[src/rtl/irq_latch_pkg.sv]
package irq_latch_pkg;
  typedef enum logic [0:0] {
    SEL_MASK = 1'b0,
    SEL_STAT = 1'b1
  } reg_sel_e;
endpackage

[src/rtl/irq_line_latch.sv]
module irq_line_latch #(
  parameter bit IS_LEVEL   = 1'b0,
  parameter bit CLR_ON_ONE = 1'b1
) (
  input  logic clk,
  input  logic rst_n,
  input  logic line_i,
  input  logic wr_i,
  input  logic wbit_i,
  output logic stat_o
);
  logic in_q;
  logic set_c;
  logic clr_c;
  logic nxt_c;

  always_ff @(posedge clk or negedge rst_n) begin
    if (!rst_n) in_q <= 1'b0;
    else        in_q <= line_i;
  end

  always_comb begin
    clr_c = wr_i && (CLR_ON_ONE ? wbit_i : !wbit_i);
    if (IS_LEVEL) set_c = line_i;
    else          set_c = line_i && !in_q;
    if (IS_LEVEL && CLR_ON_ONE) nxt_c = line_i;          // transparent level line
    else                        nxt_c = set_c || (stat_o && !clr_c); // set wins
  end

  always_ff @(posedge clk or negedge rst_n) begin
    if (!rst_n) stat_o <= 1'b0;
    else        stat_o <= nxt_c;
  end
endmodule

[src/rtl/irq_mask_reg.sv]
module irq_mask_reg #(
  parameter int N_LINES = 32
) (
  input  logic               clk,
  input  logic               rst_n,
  input  logic               wr_i,
  input  logic [N_LINES-1:0] wdata_i,
  output logic [N_LINES-1:0] mask_o
);
  always_ff @(posedge clk or negedge rst_n) begin
    if (!rst_n)    mask_o <= '0;
    else if (wr_i) mask_o <= wdata_i;
  end
endmodule

[src/rtl/irq_lowest_pick.sv]
module irq_lowest_pick #(
  parameter int N_LINES = 32,
  localparam int IDX_W  = $clog2(N_LINES)
) (
  input  logic [N_LINES-1:0] vec_i,
  output logic               vld_o,
  output logic [IDX_W-1:0]   idx_o
);
  always_comb begin
    vld_o = 1'b0;
    idx_o = '0;
    for (int i = N_LINES - 1; i >= 0; i--) begin
      if (vec_i[i]) begin
        vld_o = 1'b1;
        idx_o = IDX_W'(i);
      end
    end
  end
endmodule

[src/rtl/irq_latch_ctrl.sv]
module irq_latch_ctrl
  import irq_latch_pkg::*;
#(
  parameter int                 N_LINES    = 32,
  parameter bit                 CLR_ON_ONE = 1'b1,
  parameter logic [N_LINES-1:0] LEVEL_MAP  = 32'h0000_FFFF,
  localparam int                IDX_W      = $clog2(N_LINES)
) (
  input  logic               clk,
  input  logic               rst_n,
  input  logic [N_LINES-1:0] line_in,
  input  logic               gie,
  input  logic               reg_wen,
  input  logic               reg_addr,
  input  logic [N_LINES-1:0] reg_wdata,
  output logic [N_LINES-1:0] reg_rdata,
  output logic               irq,
  output logic               pend_vld,
  output logic [IDX_W-1:0]   pend_idx
);
  reg_sel_e           sel;
  logic               stat_wr;
  logic               mask_wr;
  logic [N_LINES-1:0] stat_q;
  logic [N_LINES-1:0] mask_q;
  logic [N_LINES-1:0] live_c;
  logic               pick_vld;
  logic [IDX_W-1:0]   pick_idx;

  assign sel     = reg_sel_e'(reg_addr);
  assign stat_wr = reg_wen && (sel == SEL_STAT);
  assign mask_wr = reg_wen && (sel == SEL_MASK);

  for (genvar g = 0; g < N_LINES; g++) begin : g_line
    irq_line_latch #(
      .IS_LEVEL  (LEVEL_MAP[g]),
      .CLR_ON_ONE(CLR_ON_ONE)
    ) u_line (
      .clk   (clk),
      .rst_n (rst_n),
      .line_i(line_in[g]),
      .wr_i  (stat_wr),
      .wbit_i(reg_wdata[g]),
      .stat_o(stat_q[g])
    );
  end

  irq_mask_reg #(.N_LINES(N_LINES)) u_mask (
    .clk    (clk),
    .rst_n  (rst_n),
    .wr_i   (mask_wr),
    .wdata_i(reg_wdata),
    .mask_o (mask_q)
  );

  assign live_c = stat_q & mask_q;

  irq_lowest_pick #(.N_LINES(N_LINES)) u_pick (
    .vec_i(live_c),
    .vld_o(pick_vld),
    .idx_o(pick_idx)
  );

  always_ff @(posedge clk or negedge rst_n) begin
    if (!rst_n) begin
      irq      <= 1'b0;
      pend_vld <= 1'b0;
      pend_idx <= '0;
    end else begin
      irq      <= gie && pick_vld;
      pend_vld <= pick_vld;
      pend_idx <= pick_idx;
    end
  end

  assign reg_rdata = (sel == SEL_STAT) ? stat_q : mask_q;
endmodule

[config.mk]
export PLATFORM = sky130hd
export DESIGN_NAME = irq_latch_ctrl
export DESIGN_NICKNAME = d
export VERILOG_FILES = /design/src/rtl/irq_latch_pkg.sv /design/src/rtl/irq_line_latch.sv /design/src/rtl/irq_mask_reg.sv /design/src/rtl/irq_lowest_pick.sv /design/src/rtl/irq_latch_ctrl.sv
export SDC_FILE = /design/constraint.sdc
export NUM_CORES = 1
export LEC_CHECK = 0
export BUFFER_PORTS_ARGS = -buffer_cell sky130_fd_sc_hd__buf_2
export CAP_MARGIN = 20
export CORE_MARGIN = 10
export CORE_UTILIZATION = 52
export DETAILED_ROUTE_END_ITERATION = 12
export PLACE_DENSITY = 0.8
export SYNTH_ARGS = -nofsm -noshare
export SYNTH_HDL_FRONTEND = slang
export SYNTH_SLANG_ARGS = --single-unit
[constraint.sdc]
create_clock -name clk -period 2 [get_ports clk]
set_clock_uncertainty 0.15 [all_clocks]
set_input_delay 0.6 -clock clk [delete_from_list [all_inputs] [get_ports clk]]
set_output_delay 0.6 -clock clk [all_outputs]
set_load 0.05 [all_outputs]
; Word-level counts from Yosys, hierarchy flattened
; Index checks and enable logic that the tools add are counted.
[totals]
output_inout_bits = 39
reg_bits = 87
word_cells = 218
[op_classes]
bitwise = 2
muxes = 65
reduce_logical = 99
[ops]
columns = op, count
row1 = $mux 5, 32
row2 = $logic_and 1x1->1, 51
row3 = $and 32x32->32, 1
row4 = $logic_not 1->1, 32
row5 = $mux 1, 32
row6 = $mux 32, 1
row7 = $logic_or 1x1->1, 16
row8 = $not 1->1, 1

; Logic depth before layout (Yosys ltp)
; Gate-level depths: netlist of run 1.
[depth]
depth_word = 34
mapped_depth = 7

; By module
; From an unflattened synthesis of run 1, not the netlist that was laid out.
[hier_totals]
cells_unflattened = 307
hier_area_um2 = 4102.7
[by_module_without_submodules]
columns = mod, cells_each, area_per_inst_um2, n_inst
row1 = irq_mask_reg, 68, 1345.0, 1
row2 = irq_line_latch (g_line[16].u_line ...), 5, 66.3, 16
row3 = irq_latch_ctrl, 78, 925.9, 1
row4 = irq_line_latch (g_line[0].u_line ...), 1, 25.0, 16
row5 = irq_lowest_pick, 65, 370.4, 1

; Worst setup path before layout of run 1
; Ideal clock, no wire load.
[synth_path]
path_kind = input to output
start = in reg_addr
end = out reg_rdata[10]
required_time_ps = 1250
setup_slack_ps = -166
arrival_time_ps = 1416
path_buffers = 2
cell_stages = 3
cell_sequence = buf_2 > buf_2 > mux2_2
[synth_between]
elab_chain_len = 1
[synth_rtl]
columns = element, line_no
row1 = from (decl), irq_latch_ctrl.sv:14  ; input logic reg_addr,
row2 = $mux 32, irq_latch_ctrl.sv:76  ; assign reg_rdata = (sel == SEL_STAT) ? stat_q : mask_q;
row3 = to (decl), irq_latch_ctrl.sv:16  ; output logic [N_LINES-1:0] reg_rdata,
; Every way passes these cells.

; Final worst setup path of run 1
[layout_path]
start = in reg_addr
end = out reg_rdata[12]
; Same word-level chain as after synthesis.

==> run summary, run 1 <==
The run finished, with violations left. The final reports fail on setup timing. Of the cells placed in the final design, the portion with a size suffix greater than 1 is 46.2%. The number of fill cells came out at 472.

During synthesis, Yosys emitted a total of 0 warnings. The power density over the cells is slightly above 900 nW/um^2. The mapped netlist covers about 3800 um^2. The final-stage net count is approximately 500.

The placed wire-length estimate came out at between 6000 and 7000 um. Per report_power, the clock group accounts for between 20% and 30% of the total. The number of enable-type register cells in the synthesized netlist is 0.

TritonCTS built the clock tree. Walking the worst path, the cells encountered are buf_16 -> buf_16 -> mux2_4 -> buf_6. The smallest hold slack is 0.0889 ns.

In this run the tightest slew margin relative to its limit is 68.2%. The wire length of the first global-routing pass is 16400 um. The total wire length is a little over 10000 um. The global placement routability congestion is 0.846. Among all stages on the critical path, the largest delay is contributed by mux2_4. The post-synthesis cell type count came out at 35. The die is ~110 um tall.

The maximum number of pins on one net before global-route repair came out at 88. After detailed placement, the total cell area comes to approximately 4600 um^2. The highest attainable clock frequency came out at 0.471 GHz. The worst path uses 106% of the clock period. The max capacitance violation total came out at 0. Summing the sequential cell areas from Yosys gives 57.9% of the chip area.

The type of destination of the critical path is a primary output. The clock tree synthesis step divided the H-tree into 3 levels. The most used flip-flop cell after synthesis is dfrtp_1. The clock latency reported for the late side of the worst-skew pair came out at 0.35 ns.

The clock net sink count is 87. The clock buffer count from CTS is 9. In the routed layout, each cell is associated on average with a via count of 5.45. The count of antenna-violating nets left after detailed routing is 0. The setup slack at placement is -0.267 ns.

IR analysis of the VDD net gives a maximum drop of around 530 uV. The analysis attributes to net switching a power of 1.59 mW. Dividing the detail-routed wire length by the instance count gives roughly 19 um. The data arrival time of the critical path is 1.38 ns. The post-detailed-route DRC marker count is 0. The total power of the final layout is between 4 and 5 mW.

The count of routing violations after the opening detailed-route iteration came out at 74. The number of antenna violations at the first check in global routing is 0. For the final routed database, the setup TNS stands at -3.12 ns. The synthesized netlist net count came out at approximately 380. The switching power share of the total came out at 32.9%. The leakage power is 2.51 nW. The total global-route track usage is 18.5%. The synthesized design contains 87 register bits.

In this run the count of I/O pins placed on the die edge is about 110. The count of buffering cells on the critical path with inverters included is 3. The post-layout minimum cycle time is 2.13 ns. The internal power of the cells totals ~3.2 mW. The async set-reset flop share out of synthesis came out at 100%. The most frequent cell after synthesis is dfrtp_1. The die extent in x is about 110 um. The region available for standard cell placement spans about 6900 um^2. The area fraction of the dominant cell type after synthesis is between 50% and 60%. After clock tree synthesis, the clock-pin slew on the worst setup and hold paths is 0.09 ns. The biggest fanout along the worst timing path came out at 6. The number of antenna diodes came out at 0. Signal routing reaches up to met4. The path type of the worst min-delay path is in2async. By count the netlist is led by dfrtp_1 (87), mux2_2 (63), nand2_1 (54), inv_1 (16), o21ai_0 (16).

The post-route standard cell area excluding fillers came out at between 5000 and 6000 um^2. The cell count after synthesis came out at between 300 and 400. Wire segments on met3 add up to 568 um in the final route. The final setup slack of the worst path is -0.125 ns. The most area-hungry cell type in the Yosys netlist is dfrtp_1. The length of the first detailed-routing pass in iterations came out at 4. The total number of vias came out at 2904. Dividing the synthesized area by the synthesized cell count gives 12.1 um^2. The total count of hold-check failures in the final report is 0.

The delay of the slowest cell on the worst path came out at 0.31 ns. The number of buffers inserted by port buffering is approximately 110. Counting along the longest clock path gives a buffer depth of 2. The count of standard-cell rows is 30.

The total count of max-transition violations in the final report came out at 0. The die covers between 10000 and 15000 um^2. The cell chosen for the clock root is clkbuf_8.

STA classifies the critical path startpoint as an input pin. For the pin with the worst max-slew slack, the measured transition is 0.478 ns. Setup repair after global routing could not meet its margin everywhere. The required time of the worst setup path came out at around 1.3 ns. Compared with the post-synthesis result, the final layout area differs by 38.1%. The sequential fraction of design power came out at 44.0%. In this design, the largest share of critical-path delay is due to buffers and inverters. By area the synthesized netlist is led by dfrtp_1 (58%), mux2_2 (19%), nand2_1 (5.4%), a22oi_1 (2.2%), o21ai_0 (2.1%).

Setup violations remaining at the end of the flow were counted as 32. The via count of the first global-routing pass is 3139. The cell that appears most often on the critical path is buf_16.

After detailed routing, the wire length on met1 is around 4000 um. The worst setup path is of the in2out kind. The leftover overflow at the end of global routing is 0. The part of the total power dissipated in combinational logic came out at 30.1%. The initial core utilization is 54.5%. The total length of routed met2 wires is 5230 um.
[logic make-up after synthesis]
| group | after synthesis | synth area share (%) |
|---|---|---|
| flip-flops | 87 | 57.9 |
| AND/OR/NAND/NOR | 76 | 8.85 |
| multiplexers | 64 | 19.2 |
| AO/OA/AOI/OAI | 59 | 11.2 |
| buffers and inverters | 26 | 2.89 |
[sequential cells by signal, indices dropped and copies added (netlist names)]
signal / cells
pend_idx: 5
g_line.u_line.in_q: 16
g_line.u_line.stat_o: 32
irq: 1
u_mask.mask_o: 32
pend_vld: 1
[repair_timing]
action,4_1_cts,5_1_grt
hold buffers,0,0
gates resized for setup,78,2
setup buffers,1,0
pin swaps,0,0
gates cloned,4,0
setup endpoints to repair,32,33
[path summary, 6_finish.rpt]
kind / startpoint / end / slack, ns / depth (start not counted)
max in group asynchronous: rst_n / u_mask.mask_o[12] / 1.21 / 2
min in group clk: line_in[8] / g_line[8].u_line.stat_o / 0.20 / 1
min reg2reg: g_line[25].u_line.in_q / g_line[25].u_line.stat_o / 0.26 / 1
min: rst_n / g_line[24].u_line.in_q / 0.09 / 2
max reg2reg: g_line[25].u_line.stat_o / pend_idx[0] / 0.13 / 4
max: reg_addr / reg_rdata[12] / -0.13 / 4
[metrics by stage]
stage,std cells,util [%]
floorplan,312,-
global placement,512,66.9
detailed placement,512,66.9
CTS,533,75.1
global route,533,75.2
finish,533,75.2
[power by group through the flow]
stage | clock network, mW | logic, mW | registers (mW)
after floorplan | 0 | 0.871 | 2.17
after global placement | 0 | 1.23 | 2.14
after detailed placement | 0 | 1.26 | 2.15
after CTS | 1.28 | 1.44 | 2.12
after global routing | 1.37 | 1.54 | 2.15
final | 1.25 | 1.45 | 2.12
[layout by cell type (no fill, tap or decap), drive strengths merged, types with 2 or more instances in the layout]
master,count
buf,119
nor2,3
nor2b,3
a31oi,4
nand3,3
o211ai,2
a221oi,2
dfrtp,87
a32o,3
a22oi,11
and2,4
nand2b,2
nand4,3
mux2,64
clkinvlp,2
a22o,8
nor3,3
inv,16
nand2,54
o21ai,19
clkbuf,12
a21boi,2
a32oi,2
[area by class of cell]
cell class                      instances  area (um^2)  area share, %
Tap cell                               96          120           2.31
Multi-Input combinational cell        199         1610           31.0
Sequential cell                        87         2180           41.9
Timing Repair Buffer                  119         1020           19.6
Clock inverter                          4         53.8           1.04
Clock buffer                           12          155           2.99
Inverter                               16         60.1           1.16
[metal layers]
metal | global-route usage, % | vias up
met3 | 5.84 | 17
met1 | 20.7 | 1438
met2 | 31.8 | 93
li1 | - | 1356
met5 | 0 | -
met4 | 7.94 | 0
(Power assumes the default switching activity.)
==> run 2, diff against run 1 <==
- GPL_TIMING_DRIVEN: not set -> 0
- RECOVER_POWER: not set -> 25
==> run 2 against run 1 <==
- the flow still finishes with violations (setup timing)
- die area unchanged
- count of clock-buffer cells in the layout down 1
- core utilization down 1.2 points
- global-route usage down 0.41 points
- sequential power about the same
- flip-flop and latch count unchanged
- sequential share of layout area up 0.71 points
- cell area down 1.7%
- routed wire length down 2.6%
- cell count up 0.75%
- register-to-register slack worse by 0.05 ns
- setup slack better by 0.038 ns
==> run summary, run 2 (synthesis results as in run 1) <==
The post-detailed-route DRC marker count came out at 0 (unchanged). The number of fill cells came out at 493 (was 472). The leftover overflow at the end of global routing came out at 0 (unchanged). The clock latency reported for the late side of the worst-skew pair was 0.35 ns (about the same). The leakage power came out at 2.46 nW (was 2.51 nW). The final-stage net count is 506 (was 501).

Most used cells in the layout excluding fill and tap cells: dfrtp_1 (87), buf_2 (68), nand2_1 (54) (was dfrtp_1 (87), buf_2 (73), nand2_1 (54)). The delay of the slowest cell on the worst path is 0.31 ns (about the same). The TritonCTS clock tree is done (unchanged).

The post-layout minimum cycle time is 2.09 ns (was 2.13 ns). RSZ-0062 raised after global routing: true (unchanged). The via density per instance is 5.38 (was 5.45). The total power of the final layout is 4.61 mW (was 4.82 mW). The total count of hold-check failures in the final report was 0 (unchanged). The clock-pin slew of the registers on the worst-case setup and hold paths was 0.08 ns (was 0.09 ns). The maximum ir drop on the vdd rail is 500 uV (was 533 uV).

Registers with the most flip-flops: g_line.u_line.stat_o x32, u_mask.mask_o x32, g_line.u_line.in_q x16 (unchanged). List of cells traversed by the critical path: buf_16 -> buf_16 -> mux2_4 -> buf_8 (was buf_16 -> buf_16 -> mux2_4 -> buf_6). The setup slack at placement came out at -0.196 ns (was -0.267 ns). The highest attainable clock frequency came to 0.479 GHz (was 0.471 GHz). The number of antenna diodes is 0 (unchanged). The global placement routability congestion is 0.792 (was 0.846). The number of antenna violations at the first check in global routing came out at 0 (unchanged). The count of buffering cells on the critical path with inverters included was 3 (unchanged). The required time of the worst setup path came out at 1.25 ns (about the same). The fraction of final layout cells with drive strength greater than 1 came out at 44.0% (was 46.2%).

The most used cell along the critical path was buf_16 (unchanged). The type of destination of the critical path is a primary output (unchanged). The smallest hold slack is 0.199 ns (was 0.0889 ns).

Result of the run: complete, but fails checks (unchanged). The count of H-tree levels built during CTS is 3 (unchanged). The maximum number of pins on one net before global-route repair came to 45 (was 88). The critical setup path kind is in2out (unchanged). The most common library cell in the layout ignoring fill and taps is dfrtp_1 (unchanged). The die extent in x came out at 105 um (unchanged).

The slew at the pin closest to its max-slew limit came to 1.10 ns (was 0.478 ns). The final setup slack of the worst path came to -0.0873 ns (was -0.125 ns). The normalized max-slew margin came out at 26.6% (was 68.2%). The count of standard-cell rows was 30 (unchanged). The count of routing violations after the opening detailed-route iteration came out at 111 (was 74). The clock buffer count from CTS came to 9 (unchanged). The startpoint class of the critical path is an input pin (unchanged). The length of the first detailed-routing pass in iterations is 4 (unchanged). The max capacitance violation total is 0 (unchanged). The core area is 6910 um^2 (unchanged). The biggest fanout along the worst timing path is 5 (was 6). The total count of max-transition violations in the final report was 0 (unchanged). The area growth from synthesis to layout came out at 35.8% (was 38.1%). Failing checks: setup timing (unchanged). The placed wire-length estimate is 7110 um (was 6980 um). The total wire length is 9800 um (was 10100 um). The number of ports placed on the die boundary is 108 (unchanged). The initial core utilization came out at 54.5% (unchanged).

The area enclosed by the die boundary came to 11000 um^2 (unchanged). The path type of the worst min-delay path is in2reg (was in2async). The maximum count of clock buffers along a single path was 2 (unchanged). The number of buffers inserted by port buffering is 106 (was 107). The power density over the cells came out at 903 nW/um^2 (was 928 nW/um^2). The cell chosen for the clock root is clkbuf_8 (unchanged). The wire length of the first global-routing pass is 16100 um (was 16400 um). The count of antenna-violating nets left after detailed routing is 0 (unchanged).

The vertical die dimension is 105 um (unchanged). The total number of vias came out at 2889 (was 2904). The via count of the first global-routing pass is 3119 (was 3139). The data arrival time of the critical path is 1.34 ns (was 1.38 ns). The total global-route track usage is 18.1% (was 18.5%).

The clock net sink count came out at 87 (unchanged). The wire length per cell after detailed routing is 18.2 um (was 18.9 um). The final setup violation count came to 30 (was 32). The part of the cycle the worst path needs came out at 104% (was 106%). The kind of cell adding the most delay to the critical path is buffers and inverters (unchanged). The critical path's slowest cell is mux2_4 (unchanged).
## run 2: cell types whose count changed in the layout (fill, tap and decap cells not counted), sizes merged
| cell | before | now |
|---|---|---|
| clkbuf | 12 | 23 |
| buf | 119 | 112 |
| clkinv | 1 | 3 |
| bufinv | 1 | 0 |
| clkinvlp | 2 | 1 |
## run 2: final cells by class
type	instances	area, um^2	share of cell area [%]
well taps	96	120	2.35
multi-input cells	199	1590	31.1
clock inverters	4	22.5	0.441
inverters	16	60.1	1.18
plain buffers	10	116	2.28
flip-flops and latches	87	2180	42.6
repair buffers	114	883	17.3
clock buffers	11	141	2.77
## run 2: worst paths after layout
path,from,slack [ns],end,cells past startpoint
min in group asynchronous,rst_n,0.30,g_line[25].u_line.stat_o,1
max in group asynchronous,rst_n,0.61,u_mask.mask_o[10],2
hold reg to reg,g_line[16].u_line.in_q,0.27,g_line[16].u_line.stat_o,1
setup / recovery,reg_addr,-0.09,reg_rdata[25],4
hold / removal,line_in[13],0.20,g_line[13].u_line.stat_o,1
setup reg to reg,g_line[25].u_line.stat_o,0.08,pend_idx[0],4
## run 2: per-layer routing
metal,part of all wire (%),track usage (%)
met1,42,22.1
met2,50,30.0
met3,5.7,4.48
met4,2.1,7.45
met5,0,0
## run 2: power by group
part	internal (mW)	switching [mW]	total, mW	leakage (nW)
Clock	0.473	0.591	1.06	0.0850
Sequential	1.94	0.178	2.12	1.00
Combinational	0.631	0.801	1.43	1.38
Total	3.05	1.57	4.61	2.46
## run 2: worst reg2reg max path, cell delays in order, from the launching register on
cell	delay, ns
dfrtp_1	0.43
a222oi_1	0.40
o21ai_1	0.15
a2111oi_1	0.54
nor3_1	0.12
## run 2: what timing repair did
action / in CTS / in global routing
pin swaps: 0 / 0
resized for setup: 76 / 1
setup buffers: 3 / 0
hold buffers: 0 / 0
gates cloned: 4 / 0
endpoints found under the setup margin: 32 / 31
## run 2: stage by stage
step           utilization (%)  TNS, ns  instances  area [um^2]
3_3_place_gp              66.1   -48.95        514         4560
2_1_floorplan                -        0        312         3910
5_1_grt                   74.0    -2.53        537         5110
6_report                  74.0    -2.23        537         5110
3_5_place_dp              66.4    -5.59        515         4580
4_1_cts                   74.1    -2.23        537         5120
